File: src/rtl/mdio_mm_pkg.sv
package mdio_mm_pkg;

  localparam int FRAME_BITS = 64;
  localparam int TA_POS     = 46;  // first turnaround bit index
  localparam int DATA_POS   = 48;  // first data bit index
  localparam logic [4:0] XREG_ADDR = 5'h1E;
  localparam logic [4:0] XREG_DATA = 5'h1F;

  typedef enum logic [1:0] {
    MM_WR     = 2'b00,
    MM_RD     = 2'b01,
    MM_XWR    = 2'b10,
    MM_WR_ALT = 2'b11
  } mm_op_e;

  // Whole frame, first bit on the wire in the MSB.
  function automatic logic [FRAME_BITS-1:0] build_frame(
    input logic        rd,
    input logic [4:0]  phy,
    input logic [4:0]  rg,
    input logic [15:0] data
  );
    return {32'hFFFF_FFFF, 2'b01, (rd ? 2'b10 : 2'b01), phy, rg,
            (rd ? 2'b11 : 2'b10), data};
  endfunction

endpackage

File: src/rtl/mdio_mm_pacer.sv
module mdio_mm_pacer #(
  parameter int HALF_DIV = 25,
  localparam int CW = (HALF_DIV > 2) ? $clog2(HALF_DIV) : 1
) (
  input  logic clk,
  input  logic rst,
  input  logic run,
  output logic tick
);

  logic [CW-1:0] cnt;

  assign tick = run && (cnt == CW'(HALF_DIV - 1));

  always_ff @(posedge clk) begin
    if (rst || !run || tick) cnt <= '0;
    else                     cnt <= cnt + 1'b1;
  end

endmodule

File: src/rtl/mdio_mm_frame_engine.sv
module mdio_mm_frame_engine
  import mdio_mm_pkg::*;
#(
  parameter int HALF_DIV = 25
) (
  input  logic                  clk,
  input  logic                  rst,
  input  logic                  start,
  input  logic [FRAME_BITS-1:0] frame,
  input  logic                  is_rd,
  input  logic                  line_in,
  output logic                  active,
  output logic                  clk_out,
  output logic                  line_out,
  output logic                  line_oe,
  output logic                  frame_done,
  output logic [15:0]           rd_word
);

  localparam logic [5:0] LAST_IDX = 6'(FRAME_BITS - 1);

  logic [FRAME_BITS-1:0] shreg;
  logic [5:0]            idx;
  logic                  rd_r;
  logic                  tick;

  mdio_mm_pacer #(.HALF_DIV(HALF_DIV)) u_pacer (
    .clk (clk),
    .rst (rst),
    .run (active),
    .tick(tick)
  );

  assign line_out = shreg[FRAME_BITS-1];

  always_ff @(posedge clk) begin
    if (rst) begin
      active     <= 1'b0;
      clk_out    <= 1'b0;
      line_oe    <= 1'b0;
      frame_done <= 1'b0;
      shreg      <= '0;
      idx        <= '0;
      rd_r       <= 1'b0;
      rd_word    <= '0;
    end else begin
      frame_done <= 1'b0;
      if (!active) begin
        if (start) begin
          active  <= 1'b1;
          clk_out <= 1'b0;
          shreg   <= frame;
          idx     <= '0;
          rd_r    <= is_rd;
          line_oe <= 1'b1;
        end
      end else if (tick) begin
        if (!clk_out) begin
          // rising edge of the management clock: read samples here
          clk_out <= 1'b1;
          if (rd_r && idx >= 6'(DATA_POS))
            rd_word <= {rd_word[14:0], line_in};
        end else if (idx == LAST_IDX) begin
          clk_out    <= 1'b0;
          active     <= 1'b0;
          line_oe    <= 1'b0;
          frame_done <= 1'b1;
        end else begin
          // falling edge: move to the next bit while the clock is low
          clk_out <= 1'b0;
          shreg   <= {shreg[FRAME_BITS-2:0], 1'b0};
          idx     <= idx + 6'd1;
          line_oe <= !(rd_r && (idx + 6'd1) >= 6'(TA_POS));
        end
      end
    end
  end

endmodule

File: src/rtl/mdio_multi_master.sv
module mdio_multi_master
  import mdio_mm_pkg::*;
#(
  parameter int NUM_PORTS = 4,
  parameter int HALF_DIV  = 25,
  localparam int PORT_W = (NUM_PORTS > 1) ? $clog2(NUM_PORTS) : 1
) (
  input  logic                 clk,
  input  logic                 rst,
  input  logic                 cmd_valid,
  input  logic [1:0]           cmd_op,
  input  logic [PORT_W-1:0]    cmd_port,
  input  logic [4:0]           cmd_phy,
  input  logic [4:0]           cmd_reg,
  input  logic [15:0]          cmd_wdata,
  input  logic [15:0]          cmd_ext_addr,
  output logic                 busy,
  output logic                 done,
  output logic [15:0]          rd_data,
  output logic [NUM_PORTS-1:0] mdc,
  output logic [NUM_PORTS-1:0] mdio_o,
  output logic [NUM_PORTS-1:0] mdio_oe,
  input  logic [NUM_PORTS-1:0] mdio_i
);

  logic [PORT_W-1:0] port_q;
  logic [4:0]        phy_q, reg_q;
  logic [15:0]       data_q, pend_data_q;
  logic              rd_q, pend_q, start_q;

  logic              eng_active, eng_mdc, eng_o, eng_oe, eng_done, eng_in;
  logic [15:0]       eng_rd;
  logic [NUM_PORTS-1:0] in_sel;

  always_ff @(posedge clk) begin
    if (rst) begin
      busy        <= 1'b0;
      done        <= 1'b0;
      rd_data     <= '0;
      port_q      <= '0;
      phy_q       <= '0;
      reg_q       <= '0;
      data_q      <= '0;
      pend_data_q <= '0;
      rd_q        <= 1'b0;
      pend_q      <= 1'b0;
      start_q     <= 1'b0;
    end else begin
      done    <= 1'b0;
      start_q <= 1'b0;
      if (!busy) begin
        if (cmd_valid) begin
          busy        <= 1'b1;
          start_q     <= 1'b1;
          port_q      <= cmd_port;
          phy_q       <= cmd_phy;
          rd_q        <= (cmd_op == MM_RD);
          pend_q      <= (cmd_op == MM_XWR);
          pend_data_q <= cmd_wdata;
          if (cmd_op == MM_XWR) begin
            reg_q  <= XREG_ADDR;
            data_q <= cmd_ext_addr;
          end else begin
            reg_q  <= cmd_reg;
            data_q <= cmd_wdata;
          end
        end
      end else if (eng_done) begin
        if (pend_q) begin
          // second frame of the extended write
          pend_q  <= 1'b0;
          reg_q   <= XREG_DATA;
          data_q  <= pend_data_q;
          start_q <= 1'b1;
        end else begin
          busy <= 1'b0;
          done <= 1'b1;
          if (rd_q) rd_data <= eng_rd;
        end
      end
    end
  end

  mdio_mm_frame_engine #(.HALF_DIV(HALF_DIV)) u_engine (
    .clk       (clk),
    .rst       (rst),
    .start     (start_q),
    .frame     (build_frame(rd_q, phy_q, reg_q, data_q)),
    .is_rd     (rd_q),
    .line_in   (eng_in),
    .active    (eng_active),
    .clk_out   (eng_mdc),
    .line_out  (eng_o),
    .line_oe   (eng_oe),
    .frame_done(eng_done),
    .rd_word   (eng_rd)
  );

  for (genvar p = 0; p < NUM_PORTS; p++) begin : g_port
    logic hit;
    assign hit        = (port_q == PORT_W'(p)) && eng_active;
    assign mdc[p]     = hit && eng_mdc;
    assign mdio_o[p]  = hit && eng_o;
    assign mdio_oe[p] = hit && eng_oe;
    assign in_sel[p]  = hit && mdio_i[p];
  end

  assign eng_in = |in_sel;

endmodule

File: config.mk
export PLATFORM = sky130hd
export DESIGN_NAME = mdio_multi_master
export DESIGN_NICKNAME = d
export VERILOG_FILES = /design/src/rtl/mdio_mm_pkg.sv /design/src/rtl/mdio_mm_pacer.sv /design/src/rtl/mdio_mm_frame_engine.sv /design/src/rtl/mdio_multi_master.sv
export SDC_FILE = /design/constraint.sdc
export NUM_CORES = 1
export LEC_CHECK = 0
export BUFFER_PORTS_ARGS = -buffer_cell sky130_fd_sc_hd__buf_4
export CAP_MARGIN = 0
export CORE_UTILIZATION = 25
export CTS_CLUSTER_DIAMETER = 100
export DETAILED_ROUTE_END_ITERATION = 16
export SETUP_SLACK_MARGIN = 0.15
export SLEW_MARGIN = 15
export SYNTH_ARGS = -nofsm -noshare
export SYNTH_HDL_FRONTEND = slang
export SYNTH_SLANG_ARGS = --single-unit
File: constraint.sdc
create_clock -name clk -period 5.6 [get_ports clk]
set_input_delay 0.56 -clock clk [delete_from_list [all_inputs] [get_ports clk]]
set_output_delay 0.56 -clock clk [all_outputs]
set_load 0.1 [all_outputs]
Word level (Yosys, flattened, before mapping)
Index checks and enable logic that the tools add are counted.
- register bits after elaboration: 161
- input bits: 53
- output and inout port bits: 30
- word-level logic and storage cells: 131
- $add $sub $neg: 2
- $lt $le $gt $ge: 2
- equal/unequal tests: 12
- multiplexer cells: 47
- bitwise gates (word level): 6
- reductions and logical operators: 42
- operators by type and width (kind ; number):
    64-bit 2-to-1 mux ; 5
    16-bit 2-to-1 mux ; 5
    6-bit 2-to-1 mux ; 5
    1-bit 2-to-1 mux ; 26
    5-bit 2-to-1 mux ; 5
    1-bit logical AND ; 23
    6-bit greater-or-equal comparator, second input constant ; 2
    4-bit AND reduction ; 3
    2-bit AND reduction ; 4
    4-bit OR reduction ; 2
    6-bit by 1-bit adder with 6-bit output, second input constant ; 1
    2-bit == test, second input constant ; 3
    6-bit == test, second input constant ; 1
    2-bit inequality test, second input constant ; 3
    1-bit NOT ; 6
    3-bit AND reduction ; 2
    5-bit by 1-bit adder with 5-bit output, second input constant ; 1
    5-bit == test, second input constant ; 1
    2-bit by 1-bit == test with 1-bit output, second input constant ; 2
    2-bit by 1-bit inequality test with 1-bit output, second input constant ; 2
    2-bit nonzero test ; 2
    3-bit OR reduction ; 1
    1-bit zero test ; 2
    2-bit zero test ; 1
    other kinds (2) ; 3

Longest topological paths before layout
Gate-level depths: netlist (run 1).
- depth after elaboration: 8
- gate-level depth with buffers: 8
- mapped depth without buffers: 7

By module
A second synthesis (run 1) with hierarchy kept.
- cell total of the unflattened synthesis: 771
- area, all modules: 7121.8 µm²
- modules (own cells, without submodules) (module ; instances ; cells each ; area each (µm²) ; sequential area each (µm²)):
    mdio_mm_frame_engine ; 1 ; 425 ; 4078.9 ; 1821.7
    mdio_multi_master ; 1 ; 323 ; 2822.7 ; 1301.2
    mdio_mm_pacer ; 1 ; 23 ; 220.2 ; 100.1

Least setup slack after synthesis (run 1)
No wires, ideal clock.
- path kind: reg-to-output
- from: register u_engine.active
- to: output mdc[1]
- data arrival time: 1.784 ns
- data required time: 5.040 ns
- setup slack: 3.256 ns
- stages on the path, launching flop included: 6
- path buffers: 2
- path through: dfxtp_1 buf_2 buf_1 nand2_1 nor2_1 and2_1
- cells in the longest elaborated chain, start to end: 2
- RTL lines (what ; line ; text):
    start: declaration ; mdio_mm_frame_engine.sv:12 ; output logic active,
    start signal: assignment ; mdio_mm_frame_engine.sv:38 ; active <= 1'b0;
    start signal: assignment ; mdio_mm_frame_engine.sv:50 ; active <= 1'b1;
    start signal: assignment ; mdio_mm_frame_engine.sv:65 ; active <= 1'b0;
    1-bit logical AND ; mdio_multi_master.sv:101 ; assign hit = (port_q == PORT_W'(p)) && eng_active;
    1-bit logical AND ; mdio_multi_master.sv:102 ; assign mdc[p] = hit && eng_mdc;
    end: declaration ; mdio_multi_master.sv:20 ; output logic [NUM_PORTS-1:0] mdc,
No other way between the ends.

Worst setup path in the final report (run 1)
- from: register busy
- to: register reg_q[1]
- cells in the longest elaborated chain, start to end: 2
- elaborated cells between the ends (all ways): 5
- classes of those cells: eq/ne (2); mux (1); reduce/logical (2)
- RTL lines (what ; line ; text):
    start: declaration ; mdio_multi_master.sv:17 ; output logic busy,
    start signal: assignment ; mdio_multi_master.sv:37 ; busy <= 1'b0;
    start signal: assignment ; mdio_multi_master.sv:53 ; busy <= 1'b1;
    start signal: assignment ; mdio_multi_master.sv:76 ; busy <= 1'b0;
    2-bit by 1-bit inequality test with 1-bit output (no line) or 2-bit nonzero test (tied branches) ; - ;
    3-bit AND reduction (no line) ; - ;
    end signal: assignment ; mdio_multi_master.sv:64 ; reg_q <= cmd_reg;
    end: declaration ; mdio_multi_master.sv:27 ; logic [4:0] phy_q, reg_q;
Parallel ways exist; a longest one is shown, timed or not.
A chain may end at the register's enable or synchronous reset.

==> results of run 1 <==
==> worst paths after layout <==
path                    to  slack (ns)
setup / recovery  reg_q[1]        2.27
hold / removal    phy_q[2]        0.39
setup reg to reg  reg_q[1]        2.27
hold reg to reg   phy_q[2]        0.45
==> cell type report <==
type	instances	area, um2	share of cell area
Antenna cell	1	2.50	0.000313
Clock buffer	19	443	0.0554
Clock inverter	13	149	0.0186
Inverter	26	97.6	0.0122
Multi-Input combinational cell	520	3010	0.376
Sequential cell	161	3220	0.403
Tap cell	335	419	0.0524
Timing Repair Buffer	87	653	0.0817
==> placed cells by master, fill, tap and decap left out, drive strengths merged, types with 2 or more instances in the layout <==
cell / synthesis / final
dfxtp: 161 / 161
nand2: 144 / 144
buf: 20 / 87
nor2: 75 / 75
a21oi: 67 / 67
mux2i: 58 / 58
a211oi: 43 / 43
inv: 26 / 32
nor3: 28 / 28
clkbuf: 39 / 19
o21ai: 18 / 18
a311oi: 16 / 16
and2: 14 / 14
nand3: 10 / 10
o221a: 5 / 5
xor2: 5 / 5
and3: 5 / 5
nor2b: 5 / 5
ha: 4 / 4
clkinvlp: 0 / 3
nand2b: 2 / 2
xnor2: 2 / 2
o21a: 2 / 2
a22oi: 2 / 2
bufinv: 0 / 2
or4: 2 / 2
clkinv: 0 / 2
==> metrics by stage <==
step           hold WS [ns]  total power [uW]  std cells  setup slack, ns  cell area (um2)
2_1_floorplan         0.430              1400        766             3.26             6580
3_3_place_gp          0.440              1470       1129             2.29             7400
3_5_place_dp          0.447              1470       1129             2.20             7400
4_1_cts               0.374              2630       1161             2.18             7990
6_report              0.390              2600       1162             2.27             7990
5_1_grt               0.382              2710       1161             1.90             7990
==> routing by layer <==
layer,part of all wire,wire length (um),vias up
li1,-,-,2726
met2,0.47,6690,67
met3,0.036,507,11
met1,0.49,6920,2403
met5,0,0,-
met4,0.010,148,0
==> power by group through the flow <==
stage                     Sequential (uW)  Combinational (uW)  Clock [uW]
after global placement               1260                 211           0
after floorplan                      1250                 155           0
final                                1230                 211        1150
after detailed placement             1260                 213           0
after CTS                            1230                 214        1180
after global routing                 1240                 237        1230
==> sequential cells by signal, indices dropped and copies added (netlist names), 2 cells and up <==
signal                flops
u_engine.shreg           64
data_q                   16
pend_data_q              16
rd_data                  16
u_engine.rd_word         16
u_engine.idx              6
phy_q                     5
reg_q                     5
u_engine.u_pacer.cnt      5
port_q                    2
==> cells by family (layout without fill, tap and decap cells) <==
logic type | after synthesis | count (layout)
compound gates | 160 | 160
xor+xnor | 7 | 7
fa+ha+maj | 4 | 4
buf+inv | 85 | 145
flops | 161 | 161
mux | 59 | 59
other cells | 0 | 1
simple gates | 290 | 290
==> worst max-delay path, stage by stage, from the launching register on <==
cell and delay, ns:
dfxtp_1 1.06, nand2b_1 0.91, nand2_1 0.74, o221a_2 0.50
==> metrics.md, run 1 <==
| Metric | Value |
|---|---|
| Status | complete, no violations |
| Row Count | 59 |
| PortBufs | 82 |
| Largest family of logic cells by synthesized area | simple AND/OR/NAND/NOR gates |
| Synth cell count leaders | dfxtp_1 (161), nand2_1 (143), nor2_1 (75) |
| WL per Instance | 12.3 um |
| DPL Wire Length | 9350 um |
| Syn avg cell area | 8.59 um2 |
| Net Count, Synth | 823 |
| Die outline width | 164 um |
| Core Area | 25900 um2 |
| Final Setup Violations | 0 |
| Fmax achieved | 300 MHz |
| Share of the synthesized area in the top cell type | 0.490 |
| Most common cell in the netlist | dfxtp_1 |
| Antenna-violating nets left | 0 |
| Total CTS buffers | 17 |
| Post-CTS Hold Fix Bufs | 0 |
| Seq pwr share | 0.475 |
| Worst hold path class | in2reg |
| RSZ-0062 raised after global routing | no |
| Max Cap Viol | 0 |
| CTS root buf | clkbuf_16 |
| Largest cells by area after synthesis | dfxtp_1 (49%), mux2i_1 (8.8%), nand2_1 (8.2%) |
| Sw Ratio | 0.244 |
| Nets | 870 |
| GRT busiest layer | met2 |
| GRT met1 Usage | 0.141 |
| Router iterations before antenna repair | 4 |
| Slew Limit Headroom | 0.262 |
| Clock buffer depth | 2 |
| Simple-Gate Fraction of Synth Area | 0.189 |
| Leakage | 0.00300 uW |
| Ys flop type | dfxtp_1 |
| Combinational Power Share | 0.081 |
| Vias | 5207 |
| Number of flops mapped to enable cells by yosys | 0 |
| Complex-gate fraction of the synthesized area | 0.158 |
| Die height | 164 um |
| Hold Crit Start | cmd_phy[2] |
| Initial core utilization | 0.254 |
| Top Ports | 83 |
| Area leader, netlist | dfxtp_1 |
| Area grow syn2layout | 21.5% |
| Worst skew pair latency | 0.41 ns |
| P per Cell Area | 325 nW/um2 |
| Final core occ | 0.309 |
| Worst vdd ir | 0.192 mV |
| Final Routed Wirelength | 14300 um |
| Met3 GRT Util | 0.0263 |
| Share of cells above drive strength 1 | 0.160 |
| Worst Path Required | 5.90 ns |
| Vias in the first global route | 4871 |
| All-Layer GR Usage | 0.110 |
| Total negative slack | 0 ns |
| DRC | 0 |
| Antenna violations before repair | 1 |
| FF-to-FF path depth | 3 |
| Post-Syn Instances | 766 |
| Post-DR vias/cell | 4.48 |
| Global Route met2 Usage | 0.178 |
| Mux cell area share after synthesis | 0.0917 |
| P_sw | 634 uW |
| Die Area | 27000 um2 |
| Ys async rst share | 0 |
| Min-Delay Path Depth | 3 |
| Clk sinks | 161 |
| CTS tree | yes |
| Post-CTS resize count | 0 |
| Htree depth | 4 |
| First-pass GRT wire length | 23800 um |
| CP arrival | 3.63 ns |
| Worst r2r src | busy |
| Seq cells post-synth | 161 |
| Worst Tran Pin Value | 1.11 ns |
| Yosys cell types | 45 |
| Synth Area in XOR/XNOR | 0.00932 |
| Mapped cell area | 6580 um2 |
| DRT iter0 DRCs | 268 |
| Crit end category | flop |
| Largest net degree at the start of global routing | 85 |
| Final-report hold violation count | 0 |
| Period utilization | 0.595 |
| Min Tclk post-route | 3.33 ns |
| GPL Wtd Cong | 0.762 |
| Yosys warning total | 0 |
| Fill count | 2737 |
| Area share of fa/ha/maj cells after synthesis | 0.00761 |
| Skew final | 0.0124 ns |
| Clock power share | 0.444 |
| WS Path Type | reg2reg |
| P_int | 1960 uW |
| Total congestion overflow | 0 |
| Sequential area share after synthesis | 0.490 |
| Crit-path max FO | 39 |
| CP Launch Type | flop |
| Setup Fix Bufs, Post-CTS | 0 |
| Final Slew Violations | 0 |
| Clk pin slew, worst setup/hold paths | 0.07 ns |
| CP Launch Point | busy |
Power figures use the tool's default switching activity.
==> run 2, diff against run 1 <==
Clock period 5.6 ns to 2.85 ns, I/O delays scaled along.
==> metrics.md, run 2 (synthesis results as in run 1) <==
| Metric | Value |
|---|---|
| Global Route met2 Usage | 0.167 |
| Critical Path Most Common Cell | buf_4 |
| Post-DR vias/cell | 4.48 |
| Worst vdd ir | 0.408 mV |
| Dpl cells | 1135 |
| Total CTS buffers | 17 |
| Commonest non-fill, non-tap cell in the layout | dfxtp_1 |
| GRT busiest layer | met2 |
| Vias | 5231 |
| Worst skew pair latency | 0.42 ns |
| Worst r2r src | u_engine.idx[0] |
| First-pass GRT wire length | 23400 um |
| Fmax achieved | 414 MHz |
| Hold Path End | phy_q[1] |
| CTS tree | yes |
| Min Tclk post-route | 2.42 ns |
| Crit path buffers/inverters | 2 |
| Status | complete, no violations |
| Placed Area | 7470 um2 |
| Top Ports | 83 |
| Post-CTS Hold Fix Bufs | 0 |
| FF-to-FF path depth | 7 |
| Worst hold path class | in2reg |
| Crit path largest cell delay | 0.61 ns |
| Most frequent cells in the layout | dfxtp_1 (160), nand2_1 (143), buf_4 (91), nor2_1 (75), a21oi_1 (67) |
| Max Cap Viol | 0 |
| Htree depth | 4 |
| WL per Instance | 12.1 um |
| Min-Delay Path Depth | 3 |
| Die outline width | 164 um |
| Leakage | 0.00305 uW |
| Router iterations before antenna repair | 4 |
| GPL Wtd Cong | 0.766 |
| DPL Wire Length | 9150 um |
| Skew final | 0.0121 ns |
| CP Launch Type | flop |
| DRT iter0 DRCs | 267 |
| Final Power | 5150 uW |
| Max reg flops | 64 |
| Final Setup Violations | 0 |
| Hold Crit Start | cmd_phy[1] |
| ANT cells | 0 |
| Vias in the first global route | 4728 |
| Crit-path max FO | 52 |
| All-Layer GR Usage | 0.108 |
| Largest net degree at the start of global routing | 124 |
| Row Count | 59 |
| Largest delay share family, worst path | buffers and inverters |
| Die Area | 27000 um2 |
| Final Non-Filler Cells | 1167 |
| Crit Reg-Reg Endpoint | u_engine.shreg[46] |
| Setup Fix Bufs, Post-CTS | 0 |
| Slowest CP cell | buf_4 |
| Met3 GRT Util | 0.0250 |
| Period utilization | 0.848 |
| Worst Tran Pin Value | 0.725 ns |
| Clock buffer depth | 2 |
| WS Path Type | reg2out |
| GRT met1 Usage | 0.144 |
| Nets | 876 |
| Worst Path Required | 2.57 ns |
| Crit end category | output pin |
| Finished Cell Area | 8060 um2 |
| CTS root buf | clkbuf_16 |
| Final Slew Violations | 0 |
| DRC | 0 |
| Biggest register | u_engine.shreg |
| Area grow syn2layout | 22.6% |
| Final-report hold violation count | 0 |
| Clk pin slew, worst setup/hold paths | 0.07 ns |
| Total negative slack | 0 ns |
| Core Area | 25900 um2 |
| Clk sinks | 161 |
| Share of cells above drive strength 1 | 0.167 |
| Final Routed Wirelength | 14200 um |
| P per Cell Area | 638 nW/um2 |
| Crit-path cells | buf_4 > and3_1 > and2_1 > buf_4 |
| Total congestion overflow | 0 |
| PortBufs | 82 |
| RSZ-0062 raised after global routing | no |
| CP arrival | 2.13 ns |
| Initial core utilization | 0.254 |
| Post-CTS resize count | 0 |
| Die height | 164 um |
| Antenna-violating nets left | 0 |
| Final core occ | 0.311 |
| Antenna violations before repair | 0 |
| Setup slack, reg-to-reg | 0.58 ns |
| Slew Limit Headroom | 0.515 |
[run 2: changes by cell type in the layout (fill, tap and decap cells not counted)]
cell and change:
clkbuf_1 -1, buf_12 +2, clkinvlp_4 -3, clkbuf_8 -1, buf_4 +4, inv_8 +1
inv_6 +3, diode_2 -1, clkinv_2 +1
[run 2: metrics by stage]
stage	hold slack, ns	setup slack, ns
floorplan	0.421	0.535
global route	0.0871	0.325
detailed placement	0.446	0.562
finish	0.106	0.434
global placement	0.441	0.639
CTS	0.0914	0.403
[run 2: worst min-delay path, cell delays in order]
cell and delay, ns:
buf_4 0.11, nand2_1 0.04, a21oi_1 0.05
[run 2: worst max-delay path by stage]
stage,slack (ns),startpoint,endpoint,depth (start not counted)
6_report,0.43,u_engine.active,mdio_oe[3],4
5_1_grt,0.33,u_engine.active,mdio_o[1],5
4_1_cts,0.40,u_engine.active,mdio_oe[1],5
3_5_place_dp,0.56,u_engine.idx[0],u_engine.shreg[56],7
3_3_place_gp,0.64,u_engine.idx[0],u_engine.shreg[52],7
2_1_floorplan,0.54,busy,data_q[10],8
[run 2: final cells by class]
cell class / count / area [um2]
Fill cell: 2689 / 17800
Sequential cell: 161 / 3220
Multi-Input combinational cell: 520 / 3010
Timing Repair Buffer: 93 / 723
Clock buffer: 17 / 425
Tap cell: 335 / 419
Clock inverter: 15 / 169
Inverter: 26 / 97.6
[run 2: where the power goes]
| group | internal, uW | total (uW) | switching, uW |
|---|---|---|---|
| Combinational | 182 | 436 | 254 |
| Sequential | 2350 | 2410 | 54.2 |
| Clock | 1320 | 2300 | 980 |
| Total | 3860 | 5150 | 1290 |
[run 2: layer usage]
metal / part of all wire / routed length [um] / up-vias
met5: 0 / 0 / -
met4: 0.016 / 233 / 0
met3: 0.030 / 429 / 17
met2: 0.45 / 6420 / 81
met1: 0.50 / 7090 / 2404
li1: - / - / 2729
==> run 3, diff against run 2 <==
Settings changed: ABC_AREA set to 1.
Clock period 2.85 ns to 2.4 ns, I/O delays scaled along.
==> metrics.md, run 3 <==
| Metric | Value |
|---|---|
| Slew Limit Headroom | 0.434 |
| Max Cap Viol | 0 |
| DRC | 0 |
| Largest cells by area after synthesis | dfxtp_1 (47%), o21ai_0 (11%), nor2_1 (11%) |
| Worst Path Required | 2.16 ns |
| CTS root buf | clkbuf_16 |
| WL per Instance | 12.1 um |
| ANT cells | 0 |
| DPL Wire Length | 10500 um |
| Final Slew Violations | 0 |
| Clk pin slew, worst setup/hold paths | 0.07 ns |
| Yosys warning total | 0 |
| Most common cell in the netlist | nor2_1 |
| Skew final | 0.0116 ns |
| Period utilization | 0.829 |
| Largest delay share family, worst path | buffers and inverters |
| Htree depth | 4 |
| Number of flops mapped to enable cells by yosys | 0 |
| Die height | 167 um |
| Finished Cell Area | 8240 um2 |
| Nets | 1001 |
| WS Path Type | reg2out |
| Die Area | 27900 um2 |
| Worst skew pair latency | 0.42 ns |
| Share of the synthesized area in the top cell type | 0.473 |
| Crit path largest cell delay | 0.38 ns |
| Area grow syn2layout | 20.9% |
| GPL Wtd Cong | 0.775 |
| Synth cell count leaders | nor2_1 (194), dfxtp_1 (161), o21ai_0 (152) |
| Vias | 5766 |
| All-Layer GR Usage | 0.116 |
| P per Cell Area | 744 nW/um2 |
| Worst hold path class | in2reg |
| Post-Syn Instances | 887 |
| Fmax achieved | 502 MHz |
| Core Area | 26900 um2 |
| Clock buffer depth | 2 |
| First-pass GRT wire length | 26800 um |
| Min Tclk post-route | 1.99 ns |
| DRT iter0 DRCs | 430 |
| Crit-path cells | buf_6 > nand3_1 > nor2_1 > buf_4 |
| Mapped cell area | 6810 um2 |
| Area leader, netlist | dfxtp_1 |
| Biggest register | u_engine.shreg |
| Sequential area share after synthesis | 0.473 |
| Final Power | 6130 uW |
| Worst Tran Pin Value | 0.847 ns |
| Router iterations before antenna repair | 4 |
| Top Ports | 83 |
| Final core occ | 0.306 |
| Setup Fix Bufs, Post-CTS | 0 |
| Total CTS buffers | 17 |
| Total negative slack | 0 ns |
| Post-CTS Hold Fix Bufs | 0 |
| Initial core utilization | 0.253 |
| Seq cells post-synth | 161 |
| Fill count | 2892 |
| Ys flop type | dfxtp_1 |
| Crit path buffers/inverters | 2 |
| Area occupied by multi-input gates | 3030 um2 |
| Crit-path max FO | 41 |
| RSZ-0062 raised after global routing | no |
| Yosys cell types | 45 |
| Final Setup Violations | 0 |
| Antenna violations before repair | 0 |
| Commonest non-fill, non-tap cell in the layout | nor2_1 |
| Net Count, Synth | 944 |
| Row Count | 60 |
| Crit end category | output pin |
| Leakage | 0.00334 uW |
| Placed Area | 7650 um2 |
| PortBufs | 82 |
| Largest net degree at the start of global routing | 66 |
| CP arrival | 1.75 ns |
| Post-DR vias/cell | 4.44 |
| Status | complete, no violations |
| Final Routed Wirelength | 15700 um |
| Most frequent cells in the layout | nor2_1 (194), dfxtp_1 (161), o21ai_0 (152), nand2_1 (98), buf_4 (92) |
| Vias in the first global route | 5640 |
| CTS tree | yes |
| Clk sinks | 161 |
| Share of cells above drive strength 1 | 0.185 |
| Ys async rst share | 0 |
| Storage element area | 3220 um2 |
| Worst vdd ir | 0.447 mV |
| Total congestion overflow | 0 |
| Die outline width | 167 um |
| Syn avg cell area | 7.68 um2 |
| Antenna-violating nets left | 0 |
| Final-report hold violation count | 0 |
| Slowest CP cell | dfxtp_1 |
| Max reg flops | 64 |
| CP Launch Type | flop |
[run 3: routing by layer]
metal  GRT usage  vias up  share of wire  wire [um]
met3      0.0307       12          0.037        575
met1       0.141     2632           0.47       7390
met2       0.200       85           0.48       7540
met4      0.0338        0         0.0092        144
li1            -     3037              -          -
met5           0        -              0          0
[run 3: area by class of cell]
cell class / count / area share
Inverter: 56 / 0.0258
Clock inverter: 15 / 0.0185
Timing Repair Buffer: 96 / 0.0925
Multi-Input combinational cell: 612 / 0.368
Sequential cell: 161 / 0.391
Tap cell: 341 / 0.0518
Clock buffer: 17 / 0.0516
[run 3: path summary, 6_finish.rpt]
kind / slack, ns / end / from / cells past startpoint
worst max-delay path: 0.41 / mdc[2] / u_engine.active / 4
worst min-delay path: 0.07 / pend_data_q[2] / cmd_wdata[2] / 3
worst max register to register: 0.49 / u_engine.idx[1] / u_engine.idx[0] / 7
worst min register to register: 0.46 / phy_q[2] / phy_q[2] / 2
[run 3: logic make-up (layout without fill, tap and decap cells)]
logic type      Yosys count  after routing  share of synthesized area
simple gates            379            379                      0.254
compound gates          226            226                      0.180
flops                   161            161                      0.473
buf+inv                 114            184                     0.0815
fa+ha+maj                 4              4                    0.00735
xor+xnor                  3              3                    0.00386
[run 3: power breakdown]
| part | total [uW] | internal, uW | switching, uW |
|---|---|---|---|
| clock network | 2620 | 1460 | 1160 |
| logic | 607 | 226 | 380 |
| registers | 2900 | 2820 | 80.9 |
| total | 6130 | 4510 | 1620 |
[run 3: timing repair]
| action | CTS | global route |
|---|---|---|
| resized for setup | 0 | 1 |
| endpoints found under the hold margin | 0 | 0 |
| setup endpoints to repair | 0 | 1 |
[run 3: tightest hold or removal path: stages]
cell and delay [ns]:
buf_4 0.08, inv_1 0.04, a21oi_1 0.10
[run 3: per-stage QoR]
| stage | hold WS [ns] | setup slack [ns] | cells |
|---|---|---|---|
| after floorplan | 0.318 | 0.157 | 887 |
| after global placement | 0.445 | 0.578 | 1266 |
| after detailed placement | 0.447 | 0.496 | 1266 |
| after CTS | 0.0504 | 0.259 | 1298 |
| after global routing | 0.0623 | 0.260 | 1298 |
| final | 0.0705 | 0.409 | 1298 |
